[src/rtl/pgw_pkg.sv]
package pgw_pkg;

    localparam int DATA_W = 8;

    typedef enum logic [2:0] {
        SQ_LOAD1,
        SQ_LOAD0,
        SQ_IDLE,
        SQ_FLUSH,
        SQ_HOLD
    } seq_state_e;

    typedef struct packed {
        logic              used;
        logic [DATA_W-1:0] data;
    } slot_t;

    function automatic logic [DATA_W-1:0] clamp_code(input logic [DATA_W-1:0] v,
                                                     input logic [DATA_W-1:0] lim);
        return (v > lim) ? lim : v;
    endfunction

endpackage

[src/rtl/pgw_page_buf.sv]
module pgw_page_buf
    import pgw_pkg::*;
#(
    parameter int ADDR_W = 8,
    parameter int SLOTS  = 8
) (
    input  logic                      clk,
    input  logic                      rst,
    input  logic                      cap_en,
    input  logic                      clr,
    input  logic [ADDR_W-1:0]         in_addr,
    input  logic [DATA_W-1:0]         in_data,
    input  logic [$clog2(SLOTS)-1:0]  rd_idx,
    output slot_t                     rd_slot,
    output logic [ADDR_W-$clog2(SLOTS)-1:0] page_base,
    output logic                      any_used
);
    localparam int IDX_W  = $clog2(SLOTS);
    localparam int PAGE_W = ADDR_W - IDX_W;

    slot_t              slots [SLOTS];
    logic               active;
    logic [IDX_W-1:0]   wptr;
    logic [PAGE_W-1:0]  base_q;
    logic [IDX_W-1:0]   tgt;

    assign tgt = active ? wptr : in_addr[IDX_W-1:0];

    always_ff @(posedge clk) begin
        if (rst || clr) begin
            active <= 1'b0;
            wptr   <= '0;
            base_q <= '0;
            for (int i = 0; i < SLOTS; i++) slots[i] <= '0;
        end else if (cap_en) begin
            if (!active) base_q <= in_addr[ADDR_W-1:IDX_W];
            slots[tgt] <= '{used: 1'b1, data: in_data};
            wptr       <= IDX_W'(tgt + 1'b1);
            active     <= 1'b1;
        end
    end

    always_comb begin
        any_used = 1'b0;
        for (int i = 0; i < SLOTS; i++) any_used = any_used | slots[i].used;
    end

    assign rd_slot   = slots[rd_idx];
    assign page_base = base_q;

    p_clr_empties_r5: assert property (@(posedge clk) disable iff (rst)
        clr |=> !any_used);

endmodule

[src/rtl/pgw_seq.sv]
module pgw_seq
    import pgw_pkg::*;
#(
    parameter int SLOTS = 8,
    parameter int WCYC  = 1000
) (
    input  logic                     clk,
    input  logic                     rst,
    input  logic                     stop_stb,
    input  logic                     lock,
    input  logic                     have_data,
    output seq_state_e               state,
    output logic [$clog2(SLOTS)-1:0] idx,
    output logic                     go,
    output logic                     flush_last,
    output logic                     busy
);
    localparam int IDX_W = $clog2(SLOTS);
    localparam int TW    = $clog2(WCYC + 1);

    seq_state_e        st_q;
    logic [IDX_W-1:0]  idx_q;
    logic [TW-1:0]     cnt_q;

    assign go         = (st_q == SQ_IDLE) && stop_stb && have_data && !lock;
    assign flush_last = (st_q == SQ_FLUSH) && (idx_q == IDX_W'(SLOTS - 1));

    always_ff @(posedge clk) begin
        if (rst) begin
            st_q  <= SQ_LOAD1;
            idx_q <= '0;
            cnt_q <= '0;
        end else begin
            case (st_q)
                SQ_LOAD1: st_q <= SQ_LOAD0;
                SQ_LOAD0: st_q <= SQ_IDLE;
                SQ_IDLE: if (go) begin
                    st_q  <= SQ_FLUSH;
                    idx_q <= '0;
                end
                SQ_FLUSH: if (flush_last) begin
                    st_q  <= SQ_HOLD;
                    cnt_q <= TW'(WCYC - 1);
                end else begin
                    idx_q <= IDX_W'(idx_q + 1'b1);
                end
                SQ_HOLD: if (cnt_q == '0) st_q <= SQ_IDLE;
                         else cnt_q <= cnt_q - 1'b1;
                default: st_q <= SQ_IDLE;
            endcase
        end
    end

    assign state = st_q;
    assign idx   = idx_q;
    assign busy  = (st_q != SQ_IDLE);

    p_lock_blocks_r4: assert property (@(posedge clk) disable iff (rst)
        (st_q == SQ_IDLE && stop_stb && lock) |=> (st_q == SQ_IDLE));

    p_hold_runs_r3: assert property (@(posedge clk) disable iff (rst)
        (st_q == SQ_HOLD && cnt_q != '0) |=> (st_q == SQ_HOLD));

endmodule

[src/rtl/pgw_wiper.sv]
module pgw_wiper
    import pgw_pkg::*;
#(
    parameter int                ADDR_W  = 8,
    parameter logic [ADDR_W-1:0] W0_ADDR = 8'hF9,
    parameter logic [ADDR_W-1:0] W1_ADDR = 8'hF8,
    parameter logic [DATA_W-1:0] W0_TOP  = 8'd99
) (
    input  logic              clk,
    input  logic              rst,
    input  logic              load0,
    input  logic              load1,
    input  logic [DATA_W-1:0] ld_data,
    input  logic              wr_en,
    input  logic [ADDR_W-1:0] wr_addr,
    input  logic [DATA_W-1:0] wr_data,
    output logic [DATA_W-1:0] w0,
    output logic [DATA_W-1:0] w1
);
    always_ff @(posedge clk) begin
        if (rst) begin
            w0 <= '0;
            w1 <= '0;
        end else begin
            if (load0)                          w0 <= clamp_code(ld_data, W0_TOP);
            else if (wr_en && wr_addr == W0_ADDR) w0 <= clamp_code(wr_data, W0_TOP);
            if (load1)                          w1 <= ld_data;
            else if (wr_en && wr_addr == W1_ADDR) w1 <= wr_data;
        end
    end

    p_w0_cap_r7: assert property (@(posedge clk) disable iff (rst)
        w0 <= W0_TOP);

    p_quiet_r4: assert property (@(posedge clk) disable iff (rst)
        !(load0 || load1 || wr_en) |=> ($stable(w0) && $stable(w1)));

endmodule

[src/rtl/pgw_commit_ctrl.sv]
module pgw_commit_ctrl
    import pgw_pkg::*;
#(
    parameter int                ADDR_W   = 8,
    parameter int                SLOTS    = 8,
    parameter int                WCYC     = 1000,
    parameter logic [ADDR_W-1:0] RSV_BASE = 8'hFA,
    parameter logic [ADDR_W-1:0] W0_ADDR  = 8'hF9,
    parameter logic [ADDR_W-1:0] W1_ADDR  = 8'hF8,
    parameter logic [DATA_W-1:0] W0_TOP   = 8'd99
) (
    input  logic              clk,
    input  logic              rst,
    input  logic              byte_stb,
    input  logic [ADDR_W-1:0] byte_addr,
    input  logic [DATA_W-1:0] byte_data,
    input  logic              start_stb,
    input  logic              stop_stb,
    input  logic              wr_lock,
    input  logic [DATA_W-1:0] mem_rdata,
    output logic [ADDR_W-1:0] mem_raddr,
    output logic              mem_we,
    output logic [ADDR_W-1:0] mem_waddr,
    output logic [DATA_W-1:0] mem_wdata,
    output logic              busy,
    output logic [DATA_W-1:0] wiper0_code,
    output logic [DATA_W-1:0] wiper1_code
);
    localparam int IDX_W  = $clog2(SLOTS);
    localparam int PAGE_W = ADDR_W - IDX_W;

    seq_state_e        state;
    logic [IDX_W-1:0]  idx;
    logic              go, flush_last, any_used, cap_en, clr, idle;
    slot_t             cur;
    logic [PAGE_W-1:0] base;

    assign idle   = !busy;
    assign cap_en = idle && byte_stb && !start_stb && !stop_stb;
    assign clr    = (idle && start_stb) || (idle && stop_stb && !go) || flush_last;

    pgw_page_buf #(.ADDR_W(ADDR_W), .SLOTS(SLOTS)) buf_i (
        .clk(clk), .rst(rst), .cap_en(cap_en), .clr(clr),
        .in_addr(byte_addr), .in_data(byte_data),
        .rd_idx(idx), .rd_slot(cur), .page_base(base), .any_used(any_used)
    );

    pgw_seq #(.SLOTS(SLOTS), .WCYC(WCYC)) seq_i (
        .clk(clk), .rst(rst), .stop_stb(stop_stb), .lock(wr_lock),
        .have_data(any_used), .state(state), .idx(idx), .go(go),
        .flush_last(flush_last), .busy(busy)
    );

    assign mem_waddr = {base, idx};
    assign mem_wdata = cur.data;
    assign mem_we    = (state == SQ_FLUSH) && cur.used && (mem_waddr < RSV_BASE);
    assign mem_raddr = (state == SQ_LOAD1) ? W1_ADDR :
                       (state == SQ_LOAD0) ? W0_ADDR : '0;

    pgw_wiper #(.ADDR_W(ADDR_W), .W0_ADDR(W0_ADDR), .W1_ADDR(W1_ADDR),
                .W0_TOP(W0_TOP)) wip_i (
        .clk(clk), .rst(rst),
        .load0(state == SQ_LOAD0), .load1(state == SQ_LOAD1), .ld_data(mem_rdata),
        .wr_en(mem_we), .wr_addr(mem_waddr), .wr_data(mem_wdata),
        .w0(wiper0_code), .w1(wiper1_code)
    );

    p_we_in_busy_r3: assert property (@(posedge clk) disable iff (rst)
        mem_we |-> busy);

    p_busy_ignores_r9: assert property (@(posedge clk) disable iff (rst)
        (busy && !flush_last && state != SQ_HOLD && state != SQ_LOAD0) |=> busy);

endmodule

[config.mk]
export PLATFORM = sky130hd
export DESIGN_NAME = pgw_commit_ctrl
export DESIGN_NICKNAME = d
export VERILOG_FILES = /design/src/rtl/pgw_pkg.sv /design/src/rtl/pgw_page_buf.sv /design/src/rtl/pgw_seq.sv /design/src/rtl/pgw_wiper.sv /design/src/rtl/pgw_commit_ctrl.sv
export SDC_FILE = /design/constraint.sdc
export NUM_CORES = 1
export LEC_CHECK = 0
export CAP_MARGIN = 5
export CELL_PAD_IN_SITES_DETAIL_PLACEMENT = 0
export CELL_PAD_IN_SITES_GLOBAL_PLACEMENT = 1
export CORE_AREA = 4 4 124 126
export CTS_BUF_LIST = sky130_fd_sc_hd__clkbuf_4 sky130_fd_sc_hd__clkbuf_8
export DETAILED_ROUTE_END_ITERATION = 16
export DIE_AREA = 0 0 128 130
export PLACE_DENSITY_LB_ADDON = 0.25
export SYNTH_ARGS = -nofsm -noshare
export SYNTH_HDL_FRONTEND = slang
export SYNTH_SLANG_ARGS = --single-unit
[constraint.sdc]
create_clock -name clk -period 6.6 [get_ports clk]
set_clock_uncertainty 0.15 [all_clocks]
set_input_delay 1.98 -clock clk [delete_from_list [all_inputs] [get_ports clk]]
set_output_delay 1.98 -clock clk [all_outputs]
set_load 0.1 [all_outputs]
======== Yosys cells after proc, flatten, opt, wreduce, memory -nomap -nowiden ========
Memory sizes are Yosys's and may differ from the RTL's. A register that Yosys moved wholly into a read port is not among the register bits.
Index checks and enable logic that the tools add are counted.
W data, S select, Z words.
operators by class
  bitwise gates (word level) .............. 8
  reduce and logical (&&, ||, !) cells .... 33
  add/sub/neg operators ................... 3
  muxes and demuxes ....................... 29
  magnitude comparators ................... 3
  equality and inequality tests ........... 13
operators by type and width
  kind                     count
  $mux W8                  8
  $mux W3                  9
  $mux W10                 2
  $pmux W10 S2             1
  $eq A8 B8 Y1 const B     2
  $gt A8 B7 Y1 const B     2
  $logic_and A1 B1 Y1      14
  $pmux W3 S4              1
  $logic_not A10 Y1        1
  $sub A10 B1 Y10 const B  1
  $mux W9                  1
  $reduce_and A3 Y1        3
  $reduce_or A9 Y1         1
  $lt A8 B8 Y1 const B     1
  $ne A2 B2 Y1 const B     4
  $reduce_bool A2 Y1       4
  $or A1 B1 Y1             7
  $add A3 B1 Y3 const B    2
  $eq A3 B2 Y1 const B     2
  $eq A3 B3 Y1 const B     2
  $mux W1                  6
  $pmux W3 S2              1
  $logic_not A1 Y1         5
  $eq A3 B1 Y1 const B     1
  other kinds (6)          8
storage, ports and cells
  logic and storage cells ................. 98
  memories kept ........................... 1
  bits in registers ....................... 41
  RAM bits ................................ 72
  bits of input ports ..................... 30
  output and inout bits ................... 42
memories
  name         words  bits a word  read ports  clocked after memory_dff  write ports  RTL line            source
  buf_i.slots  8      9            9           1                         8            pgw_page_buf.sv:21  slot_t slots [SLOTS];

======== Logic depth before layout (Yosys ltp) ========
Gate-level depths: netlist (run 1).
  word-level depth ........................ 18
  mapped depth ............................ 8
  mapped depth without buffers ............ 7

======== Hierarchy ========
From an unflattened synthesis (run 1), not the netlist that was laid out.
unflattened totals
  cell total of the unflattened synthesis .. 483
  area, all modules ....................... 5,699.2 um^2
modules (own cells, without submodules)
  module           area an instance (um^2)  seq. area each (um^2)  times used  cells an instance
  pgw_page_buf     3,841.2                  2,262.2                1           274
  pgw_wiper        874.6                    320.3                  1           87
  pgw_seq          852.1                    320.3                  1           102
  pgw_commit_ctrl  131.4                    0.0                    1           20

======== Worst setup path after synthesis (run 1) ========
Ideal clock, no wire load.
  kind .................................... reg-to-output
  start ................................... register seq_i.st_q[2], in the netlist seq_i.state[2]
  end ..................................... output mem_raddr[4]
  data required time ...................... 4.470 ns
  path buffers ............................ 2
  data arrival time ....................... 2.313 ns
  stages on the path, launching flop included .. 4
  path slack .............................. 2.157 ns
  cell sequence ........................... dfxtp_1 buf_2 nor2_1 buf_4
on the way
  cells in the longest elaborated chain, start to end .. 3
  elaborated cells on any way between the ends .. 4
  those cells by class .................... eq/ne: 1; mux: 2; reduce/logical: 1
ends and longest elaborated chain
  what                      RTL line               source
  start: declaration        pgw_seq.sv:21          seq_state_e st_q;
  start signal: assignment  pgw_seq.sv:30          st_q <= SQ_LOAD1;
  start signal: assignment  pgw_seq.sv:35          SQ_LOAD1: st_q <= SQ_LOAD0;
  start signal: assignment  pgw_seq.sv:36          SQ_LOAD0: st_q <= SQ_IDLE;
  $eq A3 B1 Y1              pgw_commit_ctrl.sv:58  (state == SQ_LOAD0) ? W0_ADDR : '0;
  $mux W8                   pgw_commit_ctrl.sv:58
  $mux W8 *                 pgw_commit_ctrl.sv:57  assign mem_raddr = (state == SQ_LOAD1) ? W1_ADDR :
  end: declaration          pgw_commit_ctrl.sv:21  output logic [ADDR_W-1:0] mem_raddr,
Mark *: on every way between the ends. The rest lies on a longest branch, timed or not.

==> run summary, run 1 <==
Post-Syn Instances: 493
Clk buf depth: 2
Placer Congestion: 0.754
Max VDD drop: 0.124 mV
RSZ-0062 raised after global routing: false
Slew of the pin with the lowest slew margin: 1.18 ns
Top sig layer: met4
Die Y: 130 um
Initial DRC Count: 252
CP Data Required Time: 4.47 ns
HP Class: reg2reg
Syn avg cell area: 11.5 um^2
Metal2 WL: 6.74 mm
Worst hold slack: 0.330 ns
Yosys reg bits: 116
Worst Setup End Kind: primary output
Vias in the first global route: 4034
Dpl cell area: 0.00646 mm^2
Filler Cells Inserted: 1312
Status: complete, no violations
ANT nets after route: 0
FP Rows: 44
Skew-Pair Late Insertion Delay: 0.44 ns
Yosys top cell area share: 0.340
Number of port buffers: 69
Post-Place Worst Slack: 1.51 ns
N_diodes: 0
Crit path kind: reg2out
Setup repair bufs after CTS: 0
Share of layout cells above drive strength 1: 0.127
Clk slew on worst S/H paths: 0.07 ns
Leak Pwr: 2.46 nW
Post-synthesis mux area share: 0.0954
Placed Cells: 724
Max FO, Critical Path: 12
Mapped Area: 0.00565 mm^2
Die width: 128 um
Post-synth top cells: and2_1, edfxtp_1, dfxtp_1, nor2_1, a21oi_1
Cts bufs inserted: 17
PwrDens: 255 mW/mm^2
Yosys cell types: 61
HPWL Detailed: 10.6 mm
Total Neg Setup Slack: 0 ns
Io pins: 72
Critical Path AT: 3.38 ns
Via density: 5.38
Vias: 4071
Post-DR wirelength/cell: 18.4 um
Most frequent cell after synthesis: and2_1
Main combinational cell family by area after synthesis: simple AND/OR/NAND/NOR gates
DRT Pass-1 Iters: 4
Area Growth Syn to Fin: 20.7%
Setup violators final: 0
# DRC: 0
Post-synth top flop: edfxtp_1
Ys async rst share: 0
Die area: 0.0166 mm^2
Largest area contributor in the netlist: edfxtp_1
Antenna violations before repair: 0
Total Routing Usage GR: 0.175
Worst rel slew slack: 0.205
Reg2Reg Setup Slack: 3.59 ns
Synth area leaders: edfxtp_1, dfxtp_1, and2_1
Simple-gate share of the synthesized area: 0.203
Fmax achieved: 182 MHz
Clk sinks: 116
Fin. max-slew vios: 0
First-pass GRT wire length: 22.1 mm
Hold-fix buffers, CTS: 0
Post-Synth Adder-Cell Area: 0.0133
Finished Layout Cells: 757
Metal-1 WL: 6.37 mm
CTS tree: done
Initial Util: 0.395
Routed wl met3: 642 um
Synth Area in Compound Gates: 0.114
GR Overflow Total: 0
Post-synthesis xor/xnor area fraction: 0.0124
Worst Setup Start Kind: flop
Final net count: 596
Root Driver: clkbuf_8
Final Routed Wirelength: 14.0 mm
Largest net degree at the start of global routing: 22
Final hold vios: 0
Tmin final: 5.51 ns
CTS resizes: 0
Period Utilization, post-route: 0.835
CTS H-tree lvls: 4
Post-route cell area: 0.00682 mm^2
Number of synthesized flops with an enable pin: 64
Setup slack after layout: 1.09 ns
Core Area: 0.0143 mm^2
Ys Warns: 0
Max Cap Viol: 0
Seq/Total Area, Yosys: 0.524
[kinds of logic after synthesis]
family / Yosys count
muxes: 33
xor gates and xnor gates: 8
DFF: 116
AOI/OAI and AO/OA: 86
adders and majority gates: 6
and+or+nand+nor: 198
other: 1
buffers and inverters: 45
[flip-flops by register name (all words and copies together), names as in the netlist, named ones only]
name and cells:
buf_i.active 1, buf_i.page_base 5, buf_i.slots 72, buf_i.wptr 3
seq_i.cnt_q 10, seq_i.idx 3, seq_i.state 3, wip_i.w0 8
wip_i.w1 8
[metal layers]
layer	up-vias	GRT usage
met5	-	0
met4	0	0.0637
met3	18	0.0418
met2	96	0.284
met1	1997	0.231
li1	1960	-
[path summary, 6_finish.rpt]
| path | from | to | cells after the start |
|---|---|---|---|
| setup / recovery | flop | mem_wdata[0] | 5 |
| hold / removal | buf_i.wptr[1] | buf_i.wptr[1] | 2 |
| setup reg to reg | seq_i.idx[1] | buf_i.slots[1][4] | 7 |
| hold reg to reg | buf_i.wptr[1] | buf_i.wptr[1] | 2 |
[stage by stage]
stage	util	power [W]
final	0.477	0.00174
after global routing	0.477	0.00181
after CTS	0.476	0.00176
after detailed placement	0.451	0.00117
after global placement	0.451	0.00117
after floorplan	-	0.00107
[cell type report]
class                   instances  area, um^2  share of cell area
clock inverters                14         115              0.0169
inverters                      18        67.6             0.00990
repair buffers                 74         726               0.106
clock buffers                  18         241              0.0354
flip-flops and latches        116        2960               0.434
multi-input cells             333        2480               0.364
well taps                     184         230              0.0337
[critical path: stages (launching register included)]
cell	delay (ns)
dfxtp_1	0.73
buf_4	0.34
mux4_2	0.54
mux2i_1	0.27
inv_1	0.07
clkdlybuf4s50_1	0.97
[layout by cell type, fill, tap and decap left out, types with 3 or more instances in the layout]
cell type	n
nand3_1	5
edfxtp_1	64
o21ai_0	5
nand3b_1	6
clkbuf_8	17
nand4_1	6
nand2_1	21
inv_1	17
o31ai_1	3
mux2_2	7
a22oi_1	3
and3_1	5
a32oi_1	3
a2111oi_0	3
a211oi_2	5
nand2b_1	6
o2111a_1	3
nor2_1	37
o311ai_1	3
o211ai_1	8
clkinv_2	3
buf_4	5
nor4_1	4
or3b_2	3
clkdlybuf4s50_1	68
clkinv_4	5
clkinv_1	3
or3_1	5
a21oi_1	28
and2_1	66
nor3_1	13
mux2i_1	10
mux4_2	16
dfxtp_1	52
xnor2_1	3
xor2_1	5
nand4b_1	6
ha_1	6
a21o_1	7
[where the power goes]
group	internal (W)	switching [W]	total, W
Combinational	0.0000896	0.000238	0.000327
Clock	0.000297	0.000294	0.000591
Sequential	0.000801	0.0000236	0.000824
No activity file was read; power rests on OpenSTA's default activity.
==> run 2: changes to the inputs <==
clock period = 4.8 ns   (was 6.6 ns; I/O delays follow)
==> run summary, run 2 (synthesis gave the netlist of run 1 again) <==
Status: complete, no violations (unchanged)
# DRC: 0 (unchanged)
PwrDens: 348 mW/mm^2 (was 255 mW/mm^2)
CTS resizes: 0 (unchanged)
Worst rel slew slack: 0.338 (was 0.205)
Vias in the first global route: 4037 (was 4034)
Largest net degree at the start of global routing: 33 (was 22)
Slew of the pin with the lowest slew margin: 0.990 ns (was 1.18 ns)
Finished Layout Cells: 759 (was 757)
Setup repair bufs after CTS: 0 (unchanged)
CP Data Required Time: 3.21 ns (was 4.47 ns)
Total Neg Setup Slack: 0 ns (unchanged)
Leak Pwr: 2.48 nW (was 2.46 nW)
Skew-Pair Late Insertion Delay: 0.43 ns (was 0.44 ns)
FP Rows: 44 (unchanged)
Post-Place Worst Slack: 0.638 ns (was 1.51 ns)
Total Routing Usage GR: 0.172 (was 0.175)
Clock Power Share: 0.332 (was 0.339)
Clk buf depth: 2 (unchanged)
Commonest non-fill, non-tap cell in the layout: and2_1 (was clkdlybuf4s50_1)
Cell internal pwr: 0.00162 W (was 0.00119 W)
Min-delay src: buf_i.slots[6][8] (was buf_i.wptr[1])
Reg2reg path depth: 4 (was 7)
Placed Cells: 726 (was 724)
ANT nets after route: 0 (unchanged)
Final Util: 0.475 (was 0.477)
Area Growth Syn to Fin: 20.4% (was 20.7%)
Antenna violations before repair: 0 (unchanged)
Final Routed Wirelength: 13.8 mm (was 14.0 mm)
Switching Share: 0.315 (was 0.319)
Max FO, Critical Path: 18 (was 12)
Comb pwr share: 0.193 (was 0.188)
Via density: 5.35 (was 5.38)
Max Cap Viol: 0 (unchanged)
Largest reg by FF count: buf_i.slots (unchanged)
Period Utilization, post-route: 0.874
Reg2Reg Setup Slack: 1.83 ns (was 3.59 ns)
Initial DRC Count: 235 (was 252)
Vias: 4058 (was 4071)
Clk slew on worst S/H paths: 0.07 ns (about the same)
WHS Path Cells: 2 (unchanged)
DRT Pass-1 Iters: 4 (unchanged)
WHS Endpoint: buf_i.slots[6][8] (was buf_i.wptr[1])
Placer Congestion: 0.829 (was 0.754)
Io pins: 72 (unchanged)
Number of port buffers: 69 (unchanged)
Max VDD drop: 0.178 mV (was 0.124 mV)
Share of layout cells above drive strength 1: 0.146 (was 0.127)
Switching Power: 0.000745 W (was 0.000555 W)
Setup violators final: 0 (unchanged)
HPWL Detailed: 9.87 mm (was 10.6 mm)
Root Driver: clkbuf_8 (unchanged)
Most frequent cells in the layout: and2_1, edfxtp_1, clkdlybuf4s50_1 (was clkdlybuf4s50_1, and2_1, edfxtp_1)
Reg-to-reg critical path endpoint: wip_i.w1[6] (was buf_i.slots[1][4])
Filler Cells Inserted: 1334 (was 1312)
Final net count: 598 (was 596)
Cts bufs inserted: 17 (unchanged)
Initial Util: 0.395 (unchanged)
Core Area: 0.0143 mm^2 (unchanged)
Post-DR wirelength/cell: 18.2 um (was 18.4 um)
Final hold vios: 0 (unchanged)
Die Y: 130 um (unchanged)
Top flop regs: buf_i.slots: 72 flops, seq_i.cnt_q: 10 flops (unchanged)
N_diodes: 0 (unchanged)
Die width: 128 um (unchanged)
Tmin final: 4.19 ns
Crit path kind: reg2out (unchanged)
CTS tree: done (unchanged)
RSZ-0062 raised after global routing: false (unchanged)
Worst Setup Start Kind: flop (unchanged)
First-pass GRT wire length: 21.8 mm (was 22.1 mm)
Setup slack after layout: 0.607 ns (was 1.09 ns)
Fmax achieved: 238 MHz
Clk sinks: 116 (unchanged)
GR Overflow Total: 0 (unchanged)
CTS H-tree lvls: 4 (unchanged)
Die area: 0.0166 mm^2 (unchanged)
Critical Path AT: 2.60 ns (was 3.38 ns)
Fin. max-slew vios: 0 (unchanged)
Worst Setup End Kind: primary output (unchanged)
Hold-fix buffers, CTS: 0 (unchanged)
Flip-flop count of the largest register after layout: 72 (unchanged)
Seq pwr share: 0.474 (was 0.473)
HP Class: reg2reg (unchanged)
-- run 2: stage by stage --
stage	hold WS, ns	area, um^2	total power (W)
6_report	0.321	6800	0.00237
5_1_grt	0.339	6800	0.00246
4_1_cts	0.323	6800	0.00239
3_5_place_dp	0.314	6460	0.00160
3_3_place_gp	0.304	6460	0.00160
2_1_floorplan	0.286	5660	0.00148
-- run 2: critical path, stage by stage, from the launching register on --
cell and delay [ns]:
dfxtp_1 0.91, mux4_2 0.41, mux2i_1 0.44, inv_1 0.14, buf_4 0.26
-- run 2: worst max-delay path by stage --
stage              startpoint           endpoint  slack [ns]
2_1_floorplan  seq_i.state[2]       mem_raddr[4]        0.90
3_3_place_gp         stop_stb  buf_i.slots[3][2]        0.69
3_5_place_dp         stop_stb  buf_i.slots[3][3]        0.64
4_1_cts                  flop       mem_wdata[7]        0.56
5_1_grt                  flop       mem_wdata[7]        0.40
6_report                 flop       mem_wdata[7]        0.61
-- run 2: power by group through the flow --
| stage | logic, W | clock network (W) | registers, W |
|---|---|---|---|
| CTS | 0.000460 | 0.000808 | 0.00112 |
| floorplan | 0.000244 | 0 | 0.00123 |
| global route | 0.000480 | 0.000849 | 0.00113 |
| finish | 0.000457 | 0.000786 | 0.00112 |
| global placement | 0.000455 | 0 | 0.00114 |
| detailed placement | 0.000459 | 0 | 0.00114 |
-- run 2: area by class of cell --
type	instances	area, um^2	area share
sequential	116	2960	0.435
multi-input combinational	333	2480	0.365
inverter	18	67.6	0.00993
tap	184	230	0.0338
clock buffer	18	241	0.0355
timing repair buffer	76	726	0.107
clock inverter	14	95.1	0.0140
-- run 2: per-layer routing --
layer,vias up,share of wire,GRT usage
li1,1973,-,-
met1,1975,0.44,0.217
met2,102,0.50,0.294
met3,8,0.044,0.0418
met4,0,0.0091,0.0549
met5,-,0,0
==> run 3: changes to the inputs <==
SLEW_MARGIN = 20   (was unset)
==> run summary, run 3 (synthesis gave the netlist of run 1 again) <==
Slew of the pin with the lowest slew margin: 0.990 ns (about the same)
Clk buf depth: 2 (unchanged)
Cts bufs inserted: 17 (unchanged)
Area Growth Syn to Fin: 22.0% (was 20.4%)
Total Routing Usage GR: 0.174 (was 0.172)
Share of layout cells above drive strength 1: 0.152 (was 0.146)
Status: complete, no violations (unchanged)
PwrDens: 372 mW/mm^2 (was 348 mW/mm^2)
Hold-fix buffers, CTS: 0 (unchanged)
Clk sinks: 116 (unchanged)
Die Y: 130 um (unchanged)
Final Routed Wirelength: 13.7 mm (was 13.8 mm)
Vias: 4046 (was 4058)
RSZ-0062 raised after global routing: false (unchanged)
Largest net degree at the start of global routing: 33 (unchanged)
FP Rows: 44 (unchanged)
Top flop regs: buf_i.slots: 72 flops, seq_i.cnt_q: 10 flops (unchanged)
Final hold vios: 0 (unchanged)
Initial Util: 0.395 (unchanged)
Flip-flop count of the largest register after layout: 72 (unchanged)
Setup violators final: 0 (unchanged)
Worst hold slack: 0.317 ns (was 0.321 ns)
Post-DR wirelength/cell: 18.1 um (was 18.2 um)
CTS H-tree lvls: 4 (unchanged)
CTS resizes: 0 (unchanged)
DRT Pass-1 Iters: 4 (unchanged)
CTS tree: done (unchanged)
GR Overflow Total: 0 (unchanged)
# DRC: 0 (unchanged)
Most frequent cells in the layout: and2_1, edfxtp_1, clkdlybuf4s50_1 (unchanged)
Period Utilization, post-route: 0.872 (was 0.874)
Reg2Reg Setup Slack: 1.82 ns (was 1.83 ns)
Via density: 5.34 (was 5.35)
Placer Congestion: 0.829 (unchanged)
Worst rel slew slack: 0.338 (about the same)
Fmax achieved: 239 MHz (was 238 MHz)
Setup repair bufs after CTS: 0 (unchanged)
First-pass GRT wire length: 22.2 mm (was 21.8 mm)
Clk slew on worst S/H paths: 0.07 ns (about the same)
Max Cap Viol: 0 (unchanged)
Reg2reg path depth: 4 (unchanged)
Root Driver: clkbuf_8 (unchanged)
Total Neg Setup Slack: 0 ns (unchanged)
ANT nets after route: 0 (unchanged)
Fin. max-slew vios: 0 (unchanged)
Number of port buffers: 69 (unchanged)
Antenna violations before repair: 0 (unchanged)
Initial DRC Count: 263 (was 235)
Critical Path AT: 2.60 ns (about the same)
Io pins: 72 (unchanged)
Die width: 128 um (unchanged)
Skew-Pair Late Insertion Delay: 0.44 ns (was 0.43 ns)
Worst Setup Start Kind: flop (unchanged)
Crit path kind: reg2out (unchanged)
Reg-to-reg critical path endpoint: wip_i.w1[6] (unchanged)
Worst Setup End Kind: primary output (unchanged)
Min-delay src: buf_i.slots[6][8] (unchanged)
Largest reg by FF count: buf_i.slots (unchanged)
HPWL Detailed: 9.88 mm (was 9.87 mm)
Final net count: 597 (was 598)
Max FO, Critical Path: 18 (unchanged)
Vias in the first global route: 4074 (was 4037)
WHS Path Cells: 2 (unchanged)
HP Class: reg2reg (unchanged)
Leak Pwr: 2.51 nW (was 2.48 nW)
N_diodes: 0 (unchanged)
Die area: 0.0166 mm^2 (unchanged)
Commonest non-fill, non-tap cell in the layout: and2_1 (unchanged)
CP Data Required Time: 3.21 ns (about the same)
WHS Endpoint: buf_i.slots[6][8] (unchanged)
Tmin final: 4.19 ns (about the same)
Core Area: 0.0143 mm^2 (unchanged)
Max VDD drop: 0.202 mV (was 0.178 mV)
## run 3: cell count changes in the layout (fill, tap and decap cells not counted), sizes merged
cell	previous run	this run
inv	18	19
bufinv	1	4
clkinv	11	5
clkinvlp	2	3
## run 3: how the worst max path moves through the flow
stage          slack [ns]  depth (start not counted)           start                end
6_report             0.61                          4            flop       mem_wdata[7]
2_1_floorplan        0.90                          3  seq_i.state[2]       mem_raddr[4]
3_5_place_dp         0.64                          6        stop_stb  buf_i.slots[3][3]
5_1_grt              0.43                          4            flop       mem_wdata[7]
4_1_cts              0.57                          4            flop       mem_wdata[7]
3_3_place_gp         0.69                          6        stop_stb  buf_i.slots[3][2]
## run 3: critical path, cell delays in order (launching register included)
cell     delay [ns]
dfxtp_1        0.91
mux4_2         0.41
mux2i_1        0.45
inv_1          0.13
buf_4          0.26
## run 3: routing by layer
| layer | global-route usage | vias to the layer above | wire length [um] |
|---|---|---|---|
| met5 | 0 | - | 0 |
| met4 | 0.0630 | 0 | 203 |
| met3 | 0.0422 | 16 | 563 |
| met2 | 0.289 | 82 | 6790 |
| met1 | 0.222 | 1979 | 6160 |
| li1 | - | 1969 | - |
## run 3: stage by stage
| step | utilization | std cells | power, W | setup slack (ns) | area, um^2 |
|---|---|---|---|---|---|
| after floorplan | - | 494 | 0.00148 | 0.897 | 5660 |
| after CTS | 0.482 | 758 | 0.00259 | 0.573 | 6900 |
| after global placement | 0.451 | 726 | 0.00160 | 0.686 | 6460 |
| after detailed placement | 0.452 | 726 | 0.00160 | 0.645 | 6470 |
| final | 0.482 | 758 | 0.00257 | 0.614 | 6900 |
| after global routing | 0.482 | 758 | 0.00266 | 0.426 | 6900 |
## run 3: power breakdown
group          leakage, nW  internal (W)  switching (W)
combinational         1.21      0.000121       0.000334
sequential            1.09       0.00110      0.0000226
clock                0.211      0.000576       0.000413
## run 3: area by class of cell
cell class | instances | area [um^2]
Fill cell | 1316 | 7410
Sequential cell | 116 | 2960
Multi-Input combinational cell | 333 | 2490
Timing Repair Buffer | 75 | 721
Clock buffer | 19 | 249
Tap cell | 184 | 230
Clock inverter | 13 | 183
Inverter | 18 | 67.6
